**src/rtl/vsc_pkg.sv**
```systemverilog
// Package: shared constants and encodings for the vector source conditioner.
// Assumes a 128-bit operand built from two 64-bit halves and four 32-bit components.
package vsc_pkg;

    localparam int VEC_W   = 128;
    localparam int COMP_W  = 32;
    localparam int NUM_LW  = 4;   // number of lane width codes

    // Expand step selection; the numeric codes are decoded by the operand source.
    typedef enum logic [2:0] {
        XP_PASS       = 3'd0,
        XP_DUP_LO     = 3'd1,
        XP_DUP_HI     = 3'd2,
        XP_SWAP       = 3'd3,
        XP_WIDE_LO    = 3'd4,
        XP_WIDE_HI    = 3'd5,
        XP_WIDE_LO_SW = 3'd6,
        XP_WIDE_HI_SW = 3'd7
    } xp_mode_e;

    // Integer lane fill kind applied while widening.
    typedef enum logic [1:0] {
        FILL_SEXT  = 2'd0,
        FILL_ZEXT  = 2'd1,
        FILL_REPL  = 2'd2,
        FILL_UPPER = 2'd3
    } fill_kind_e;

    // Float modifier bit positions.
    localparam int FMOD_ABS_BIT = 0;
    localparam int FMOD_NEG_BIT = 1;

endpackage

```
**src/rtl/vsc_expand.sv**
```systemverilog
// Module: vsc_expand
// Copies or exchanges the 64-bit halves, or widens the half-width elements of
// one half to full lane width, then optionally exchanges the widened halves.
// Assumes DATA_W is 128 so that all four lane width codes (8..64) fit.
module vsc_expand
    import vsc_pkg::*;
#(
    parameter int DATA_W = VEC_W
) (
    input  logic [DATA_W-1:0] din,
    input  logic [2:0]        mode,
    input  logic [1:0]        lane_mode,
    input  logic [1:0]        fill_sel,
    input  logic              is_float,
    output logic [DATA_W-1:0] dout
);
    localparam int HALF_W = DATA_W / 2;

    logic [HALF_W-1:0]               lo_h;
    logic [HALF_W-1:0]               hi_h;
    logic [HALF_W-1:0]               src_h;
    logic [1:0]                      fill_eff;
    logic [NUM_LW-1:0][DATA_W-1:0]   wide;
    logic [DATA_W-1:0]               wide_sel;

    assign lo_h     = din[HALF_W-1:0];
    assign hi_h     = din[DATA_W-1:HALF_W];
    // mode bit 0 picks the source half for widening
    assign src_h    = mode[0] ? hi_h : lo_h;
    // float widening always places the element high with zeros below
    assign fill_eff = is_float ? 2'(FILL_UPPER) : fill_sel;

    // one widening network per lane width code
    for (genvar g = 0; g < NUM_LW; g++) begin : g_lw
        localparam int LW  = 8 << g;
        localparam int EW  = LW / 2;
        localparam int NLN = DATA_W / LW;
        for (genvar k = 0; k < NLN; k++) begin : g_lane
            logic [EW-1:0] elem;
            assign elem = src_h[k*EW +: EW];
            assign wide[g][k*LW +: LW] =
                (fill_eff == 2'(FILL_SEXT)) ? {{EW{elem[EW-1]}}, elem} :
                (fill_eff == 2'(FILL_ZEXT)) ? {{EW{1'b0}}, elem} :
                (fill_eff == 2'(FILL_REPL)) ? {elem, elem} :
                                              {elem, {EW{1'b0}}};
        end
    end

    assign wide_sel = wide[lane_mode];

    // select the final arrangement of halves for the chosen expand mode
    always_comb begin
        case (xp_mode_e'(mode))
            XP_PASS:       dout = din;
            XP_DUP_LO:     dout = {lo_h, lo_h};
            XP_DUP_HI:     dout = {hi_h, hi_h};
            XP_SWAP:       dout = {lo_h, hi_h};
            XP_WIDE_LO,
            XP_WIDE_HI:    dout = wide_sel;
            default:       dout = {wide_sel[HALF_W-1:0], wide_sel[DATA_W-1:HALF_W]};
        endcase
    end

endmodule

```
**src/rtl/vsc_swizzle.sv**
```systemverilog
// Module: vsc_swizzle
// Routes whole components: output component i takes the input component named
// by selector i. Assumes the component count is a power of two.
module vsc_swizzle
    import vsc_pkg::*;
#(
    parameter int DATA_W = VEC_W,
    parameter int CW     = COMP_W,
    localparam int NC    = DATA_W / CW,
    localparam int SELW  = $clog2(NC),
    localparam int SWZW  = NC * SELW
) (
    input  logic [DATA_W-1:0] din,
    input  logic [SWZW-1:0]   swz,
    output logic [DATA_W-1:0] dout
);
    // one multiplexer per output component
    for (genvar i = 0; i < NC; i++) begin : g_comp
        logic [SELW-1:0] sel;
        assign sel = swz[i*SELW +: SELW];
        assign dout[i*CW +: CW] = din[sel*CW +: CW];
    end

endmodule

```
**src/rtl/vsc_signmod.sv**
```systemverilog
// Module: vsc_signmod
// Float sign step: abs clears, then neg flips, the top bit of every lane.
// The lane width follows lane_mode. Integer operands pass unchanged.
module vsc_signmod
    import vsc_pkg::*;
#(
    parameter int DATA_W = VEC_W
) (
    input  logic [DATA_W-1:0] din,
    input  logic [1:0]        lane_mode,
    input  logic [1:0]        fmod,
    input  logic              is_float,
    output logic [DATA_W-1:0] dout
);
    logic [NUM_LW-1:0][DATA_W-1:0] masks;
    logic [DATA_W-1:0]             smask;
    logic [DATA_W-1:0]             clr_m;
    logic [DATA_W-1:0]             flp_m;

    // constant sign-bit mask for each lane width
    for (genvar g = 0; g < NUM_LW; g++) begin : g_lw
        localparam int LW  = 8 << g;
        localparam int NLN = DATA_W / LW;
        for (genvar k = 0; k < NLN; k++) begin : g_lane
            assign masks[g][k*LW +: LW] = {1'b1, {(LW-1){1'b0}}};
        end
    end

    assign smask = masks[lane_mode];
    assign clr_m = (is_float && fmod[FMOD_ABS_BIT]) ? smask : '0;
    assign flp_m = (is_float && fmod[FMOD_NEG_BIT]) ? smask : '0;

    // apply abs before neg
    always_comb begin
        dout = (din & ~clr_m) ^ flp_m;
    end

endmodule

```
**src/rtl/vsrc_cond.sv**
```systemverilog
// Module: vsrc_cond (top)
// Conditions a vector source operand in three steps: expand/exchange, then
// swizzle, then float sign. The result is registered with a valid flag.
// Assumes the control is stable for the cycle in which in_valid is high.
module vsrc_cond
    import vsc_pkg::*;
(
    input  logic         clk,
    input  logic         rst_n,
    input  logic         in_valid,
    input  logic [127:0] in_data,
    input  logic [2:0]   expand_mode,
    input  logic [1:0]   modifier,
    input  logic [7:0]   swizzle,
    input  logic [1:0]   lane_mode,
    input  logic         is_float,
    output logic         out_valid,
    output logic [127:0] out_data
);
    logic [VEC_W-1:0] xp_q;
    logic [VEC_W-1:0] sw_q;
    logic [VEC_W-1:0] sg_q;

    vsc_expand #(.DATA_W(VEC_W)) u_expand (
        .din       (in_data),
        .mode      (expand_mode),
        .lane_mode (lane_mode),
        .fill_sel  (modifier),
        .is_float  (is_float),
        .dout      (xp_q)
    );

    vsc_swizzle #(.DATA_W(VEC_W), .CW(COMP_W)) u_swizzle (
        .din  (xp_q),
        .swz  (swizzle),
        .dout (sw_q)
    );

    vsc_signmod #(.DATA_W(VEC_W)) u_signmod (
        .din       (sw_q),
        .lane_mode (lane_mode),
        .fmod      (modifier),
        .is_float  (is_float),
        .dout      (sg_q)
    );

    // output register: valid follows input, data loads only on valid
    always_ff @(posedge clk) begin
        if (!rst_n) begin
            out_valid <= 1'b0;
            out_data  <= '0;
        end else begin
            out_valid <= in_valid;
            if (in_valid) begin
                out_data <= sg_q;
            end
        end
    end

endmodule

```
**config.mk**
```make
export PLATFORM = sky130hd
export DESIGN_NAME = vsrc_cond
export DESIGN_NICKNAME = d
export VERILOG_FILES = /design/src/rtl/vsc_pkg.sv /design/src/rtl/vsc_expand.sv /design/src/rtl/vsc_swizzle.sv /design/src/rtl/vsc_signmod.sv /design/src/rtl/vsrc_cond.sv
export SDC_FILE = /design/constraint.sdc
export NUM_CORES = 1
export LEC_CHECK = 0
export BUFFER_PORTS_ARGS = -buffer_cell sky130_fd_sc_hd__buf_4
export CORE_ASPECT_RATIO = 0.9
export CORE_MARGIN = 5
export CORE_UTILIZATION = 55
export DETAILED_ROUTE_END_ITERATION = 10
export GPL_TIMING_DRIVEN = 0
export PLACE_DENSITY = 0.88
export REMOVE_ABC_BUFFERS = 1
export SLEW_MARGIN = 10
export SYNTH_ARGS = -nofsm -noshare
export SYNTH_HDL_FRONTEND = slang
export SYNTH_HIERARCHICAL = 1
export SYNTH_SLANG_ARGS = --single-unit
```
**constraint.sdc**
```tcl
create_clock -name clk -period 4.2 [get_ports clk]
set_input_delay 0.84 -clock clk [delete_from_list [all_inputs] [get_ports clk]]
set_output_delay 0.84 -clock clk [all_outputs]
set_load 0.1 [all_outputs]
```
* Word-level counts from Yosys, hierarchy flattened
Index checks and enable logic that the tools add are counted.
** Word-level totals
- Register bits :: 129
** Operators by class
- Magnitude comparators :: 1
- Equal/unequal tests :: 7
- Shift operators :: 4
- Multiplexer cells :: 99
- Bitwise gates (word level) :: 3
- Reduce and logical (&&, ||, !) cells :: 5
** Operators with widths (number)
- 128-bit one-hot mux with 5 select lines :: 1
- 128-bit binary-select mux with 2-bit select :: 2
- 128-bit two-way mux :: 4
- 128-bit by 8-bit indexed part select with 32-bit output :: 4
- 16-bit two-way mux :: 20
- 32-bit two-way mux :: 10
- 64-bit two-way mux :: 5
- 8-bit two-way mux :: 40
- 128-bit AND :: 1
- 128-bit NOT :: 1
- 128-bit XOR :: 1
- 4-bit two-way mux :: 16
- 3-bit by 2-bit equality test with 1-bit output (second input constant) :: 2
- 3-bit equality test (second input constant) :: 2
- 3-bit by 1-bit equality test with 1-bit output (second input constant) :: 1
- 3-bit logical NOT :: 1
- 2-bit by 3-bit less-than comparator with 1-bit output (second input constant) :: 1
- 2-bit by 1-bit equality test with 1-bit output (second input constant) :: 1
- 2-bit equality test (second input constant) :: 1
- 1-bit logical AND :: 2
- 2-bit logical NOT :: 1
- 2-bit two-way mux :: 1
- 2-bit OR reduction :: 1

* Depth between registers and ports, before layout
- Word-level depth :: 11
- Mapped depth :: 13

* Hierarchy
The synthesis kept the hierarchy.
** By module, submodules not included
- vsc_expand :: times used 1, cells an instance 1117, area each 7947.6 µm²
- vsrc_cond :: times used 1, cells an instance 415, area each 4986.0 µm²
- vsc_swizzle :: times used 1, cells an instance 156, area each 3258.1 µm²
- vsc_signmod :: times used 1, cells an instance 157, area each 1174.9 µm²

* Worst setup path before layout
No wires, ideal clock.
- Path kind :: input to register
- Start :: input expand_mode[0]
- End :: register out_data[87]
- Setup time :: 0.067 ns
- Arrival time :: 3.513 ns
- Slack :: 0.621 ns
- Stages on the path :: 13
- Path buffers :: 3
- Cell sequence :: buf_4 buf_2 buf_2 mux4_2 a21oi_1 a211oi_1 a222oi_1 nand2_1 mux4_2 nor2b_1 o2bb2ai_1 mux2i_1 nor2b_1
** On the way
- Cells in the longest elaborated chain, start to end :: 10
- Elaborated cells on any way between the ends :: 48
** RTL lines
- start, declared :: RTL line vsrc_cond.sv:12 : input logic [2:0] expand_mode,
- 64-bit two-way mux :: RTL line vsc_expand.sv:29 : assign src_h = mode[0] ? hi_h : lo_h;
- 8-bit two-way mux or 32-bit two-way mux (tied branches) :: RTL line vsc_expand.sv:44 : (fill_eff == 2'(FILL_REPL)) ? {elem, elem} :
- 16-bit two-way mux or 64-bit two-way mux (tied branches) :: RTL line vsc_expand.sv:43 : (fill_eff == 2'(FILL_ZEXT)) ? {{EW{1'b0}}, elem} :
- 16-bit two-way mux or 64-bit two-way mux (tied branches) :: RTL line vsc_expand.sv:42 : (fill_eff == 2'(FILL_SEXT)) ? {{EW{elem[EW-1]}}, elem} :
- 128-bit binary-select mux with 2-bit select :: RTL line vsc_expand.sv:49 : assign wide_sel = wide[lane_mode];
- 128-bit two-way mux (not written as such) :: RTL line vsc_expand.sv:49
- 128-bit one-hot mux with 5 select lines (*) :: RTL line vsc_expand.sv:53 : case (xp_mode_e'(mode))
- net xp_q[23] :: RTL line vsrc_cond.sv:20 : logic [VEC_W-1:0] xp_q;
- 128-bit by 8-bit indexed part select with 32-bit output (*) :: RTL line vsc_swizzle.sv:21 : assign dout[i*CW +: CW] = din[sel*CW +: CW];
- net sw_q[87] :: RTL line vsrc_cond.sv:21 : logic [VEC_W-1:0] sw_q;
- 128-bit AND (*) :: RTL line vsc_signmod.sv:35 : dout = (din & ~clr_m) ^ flp_m;
- 128-bit XOR (*) :: RTL line vsc_signmod.sv:35
- net sg_q[87] :: RTL line vsrc_cond.sv:22 : logic [VEC_W-1:0] sg_q;
- end signal, assigned :: RTL line vsrc_cond.sv:55 : out_data <= sg_q;
- end, declared :: RTL line vsrc_cond.sv:18 : output logic [127:0] out_data
The timed path passes the listed nets; every way through them passes the cells marked *. The select of a mux whose other input is x is not followed.
A chain may end at the register's enable or synchronous reset.

* Worst setup path after layout
- Start :: input expand_mode[2]
- End :: register out_data[74]
** On the way
- Cells in the longest elaborated chain, start to end :: 6
- Elaborated cells on any way between the ends :: 11
** RTL lines (RTL line)
- 3-bit equality test :: vsc_expand.sv:53
- 2-bit OR reduction :: vsc_expand.sv:53
- 128-bit one-hot mux with 5 select lines (*) :: vsc_expand.sv:53
- net xp_q[106] :: vsrc_cond.sv:20
- 128-bit by 8-bit indexed part select with 32-bit output (*) :: vsc_swizzle.sv:21
- net sw_q[74] :: vsrc_cond.sv:21
- 128-bit AND (*) :: vsc_signmod.sv:35
- 128-bit XOR (*) :: vsc_signmod.sv:35
The timed path passes the listed nets; every way through them passes the cells marked *.

==> flow_summary.toml <==
[outcome]
status = "finished, final reports clean"

[clock_tree]
numCtsBuffers = 17
htree_levels = 4
path_clk_slew_ns = 0.06
cts_sinks = 129
clk_latency_ns = 0.44
cts_tree = "done"
clockRootBuffer = "clkbuf_16"
clock_path_buffers = 2

[global_routing]
grt_use_total_pct = 34.2
grt_pass1_wl_mm = 94.6
first_global_vias = 16300
grt_antenna_before_repair = 7
grt_max_degree = 130
grt_overflow = 0

[synthesis]
yosysTopAreaCellShare_pct = 23.2
synth_xor_area_share_pct = 0.0504
synthAdderAreaFrac_pct = 0.0576
synth-compound-area-share_pct = 19.3
netlist_top_cells_area = "mux4_2 (23%), dfxtp_1 (15%), mux2i_1 (13%)"
ys_warn_count = 6
synth_seq_area_share_pct = 14.9
async_flop_share_pct = 0
synth_enable_flop_cells = 0
synth_cells = 1845
yosys.area_share.simple_pct = 13.9
synth_seq_cells = 129
syn_avg_cell_area_um2 = 9.41
synthMuxAreaShare_pct = 39.7
ys.flop_type = "dfxtp_1"
synth_top_family_by_area = "multiplexers"
yosys.area.top_type = "mux4_2"
synth_area_um2 = 17400
synth_cell_types = 73

[final_layout]
regArea_um2 = 2580
fin_nets = 1994
area_growth_pct = 8.95
multi_input_area_um2 = 12800
stdcell_count = 2271
fillers = 2547
drive_gt1_share_pct = 32.0

[power]
ir_worst_vdd_mv = 0.344
pwr_density_cell_nw_per_um2 = 327
p_leak_nw = 7.52

[floorplan]
fp.dieW_um = 197
std_cell_rows = 61
ios = 276
fp.dieH_um = 179
core_area_um2 = 31100
dieArea_um2 = 35200
initial_utilization_pct = 55.9

[placed_design]
routabilityCongestion = 0.991
pre_cts_slack_ns = -0.929
io_buffers = 275
placedCellCount = 2234
hpwl_mm = 43.1

[routing]
initialDrtViolationCount = 2676
wirelength_mm = 63.0
drc = 0
ant_nets = 0
via_per_inst = 7.32
detailroute.via_count = 16600
wl_per_cell_um = 27.7
firstDrtPassIters = 6

[min_path]
hold_end = "out_data[35]"
min-delay-start = "out_data[35]"
min_path_cells = 2
hold_path_class = "flop to flop"

[timing]
fmax_mhz = 243
hold_viol = 0
period_share_pct = 98.0
rsz0062_at_grt = "no"
slew-limit-headroom_pct = 13.6
clock_skew_ns = 0
slew_viol_final = 0
worst_pin_slew_ns = 1.29
setup_violations = 0
layout_setup_ws_ns = 0.0828
fin_crit_ns = 4.12
setup-tns-final_ns = 0

[setup_path]
path_delay_family = "simple AND/OR/NAND/NOR gates"
worstSetupPathType = "primary input to flop"
worstPathArrival_ns = 4.44
worst_path_largest_cell_delay_ns = 0.80
worstSetupEndpointType = "flop"
worstReg2RegEnd = "out_data[62]"
reg2reg_from = "out_data[62]"
path_cells = "buf_6, buf_16, nor2b_2, o211ai_2, nor2_1, a211oi_1, mux4_2, mux2i_1, nor2b_1"
crit_required_ns = 4.52
worst-path-buf-inv = 2
r2r_cells = 2
worstPathMaxFanout = 109
slowest_stage = "nor2b_2"
reg2reg_slack_ns = 3.51
crit_path_start_kind = "primary input"

[job]
drv_cap = 0
==> synth_stat cells, types with 5 or more instances <==
cell / number
a211o_1: 12
a211oi_1: 51
a21o_1: 24
a21oi_1: 84
a221o_1: 5
a221oi_1: 13
a22oi_1: 13
a311oi_1: 5
a31oi_1: 43
a32oi_1: 5
and2_1: 9
buf_1: 8
buf_12: 23
buf_2: 43
buf_4: 119
buf_6: 9
clkbuf_1: 105
dfxtp_1: 129
mux2_2: 41
mux2i_1: 217
mux4_1: 8
mux4_2: 179
nand2_1: 115
nand2b_1: 6
nand3_1: 38
nor2_1: 94
nor2b_1: 176
nor3_1: 15
o211ai_1: 6
o21a_1: 10
o21ai_0: 83
o221a_2: 6
o221ai_1: 17
o22ai_1: 28
o2bb2ai_1: 13
o31a_1: 12
o32ai_1: 8
or2_2: 13
==> where the power goes <==
part           total, mW  leakage, nW  switching, mW  internal [mW]
logic               3.22         6.16           2.08           1.15
registers           1.41         1.06         0.0666           1.34
clock network       1.55        0.290          0.582          0.971
total               6.19         7.52           2.72           3.46
==> registers in the layout (all words and copies together) (netlist names) <==
| register | count |
|---|---|
| out_valid | 1 |
| out_data | 128 |
==> routing by layer <==
layer	global-route usage, %	share of wire [%]
met1	43.6	37
met2	53.0	44
met3	10.9	13
met4	16.1	5.6
met5	0	0.043
==> cell type report <==
type                       count  area share, %
timing repair buffer         291           12.9
clock buffer                  24           2.55
clock inverter                 6          0.555
antenna                        4         0.0529
sequential                   129           13.6
tap                          409           2.70
inverter                       4          0.126
multi-input combinational   1404           67.5
==> worst min-delay path, delay by kind of cell (launching register included) <==
family	cells	cell delay (ns)
and+or+nand+nor	1	0.09
DFF	1	0.32
muxes	1	0.06
==> placed cells by master, fill, tap and decap left out, drive strengths merged, types with 14 or more instances in the layout <==
master and n:
a221oi 16, nand2 116, o21ai 86, a21oi 84, o2bb2ai 14, dfxtp 129, a211oi 51, a31oi 43
nor3 15, o221ai 17, mux2 41, nor2b 176, o22ai 28, a21o 24, nand3 38, nor2 94
mux4 187, buf 289, mux2i 218, clkbuf 26
==> timing repair <==
action / CTS / global route
hold buffers: 0 / 0
buffers inserted: 0 / 2
resized for setup: 11 / 13
cloned: 0 / 1
hold endpoints to repair: 0 / 0
endpoints found under the setup margin: 73 / 30
==> metrics by stage <==
stage	total power [mW]	area, um^2	utilization, %	hold WS [ns]
after CTS	6.14	18800	60.6	0.519
after global routing	6.41	18900	60.9	0.542
final	6.19	18900	60.9	0.515
after detailed placement	4.56	18200	58.5	0.504
after global placement	4.46	17800	57.4	0.496
after floorplan	3.60	15300	-	0.962
==> how the worst max path moves through the flow <==
stage	slack, ns	endpoint	cells after the start	from
2_1_floorplan	-0.43	out_data[15]	9	modifier[1]
3_3_place_gp	-2.72	out_data[71]	11	modifier[1]
3_5_place_dp	-0.93	out_data[55]	11	lane_mode[1]
4_1_cts	0.06	out_data[39]	10	expand_mode[2]
5_1_grt	0.003	out_data[71]	11	expand_mode[0]
6_report	0.08	out_data[74]	9	expand_mode[2]
==> kinds of logic (layout without fill, tap and decap cells) <==
family          count (synthesis)  count (layout)
simple gates                  475             475
buf+inv                       312             325
xor+xnor                        1               1
fa+ha+maj                       1               1
flops                         129             129
mux                           446             446
compound gates                481             481
other cells                     0               4
(Power assumes the default switching activity.)
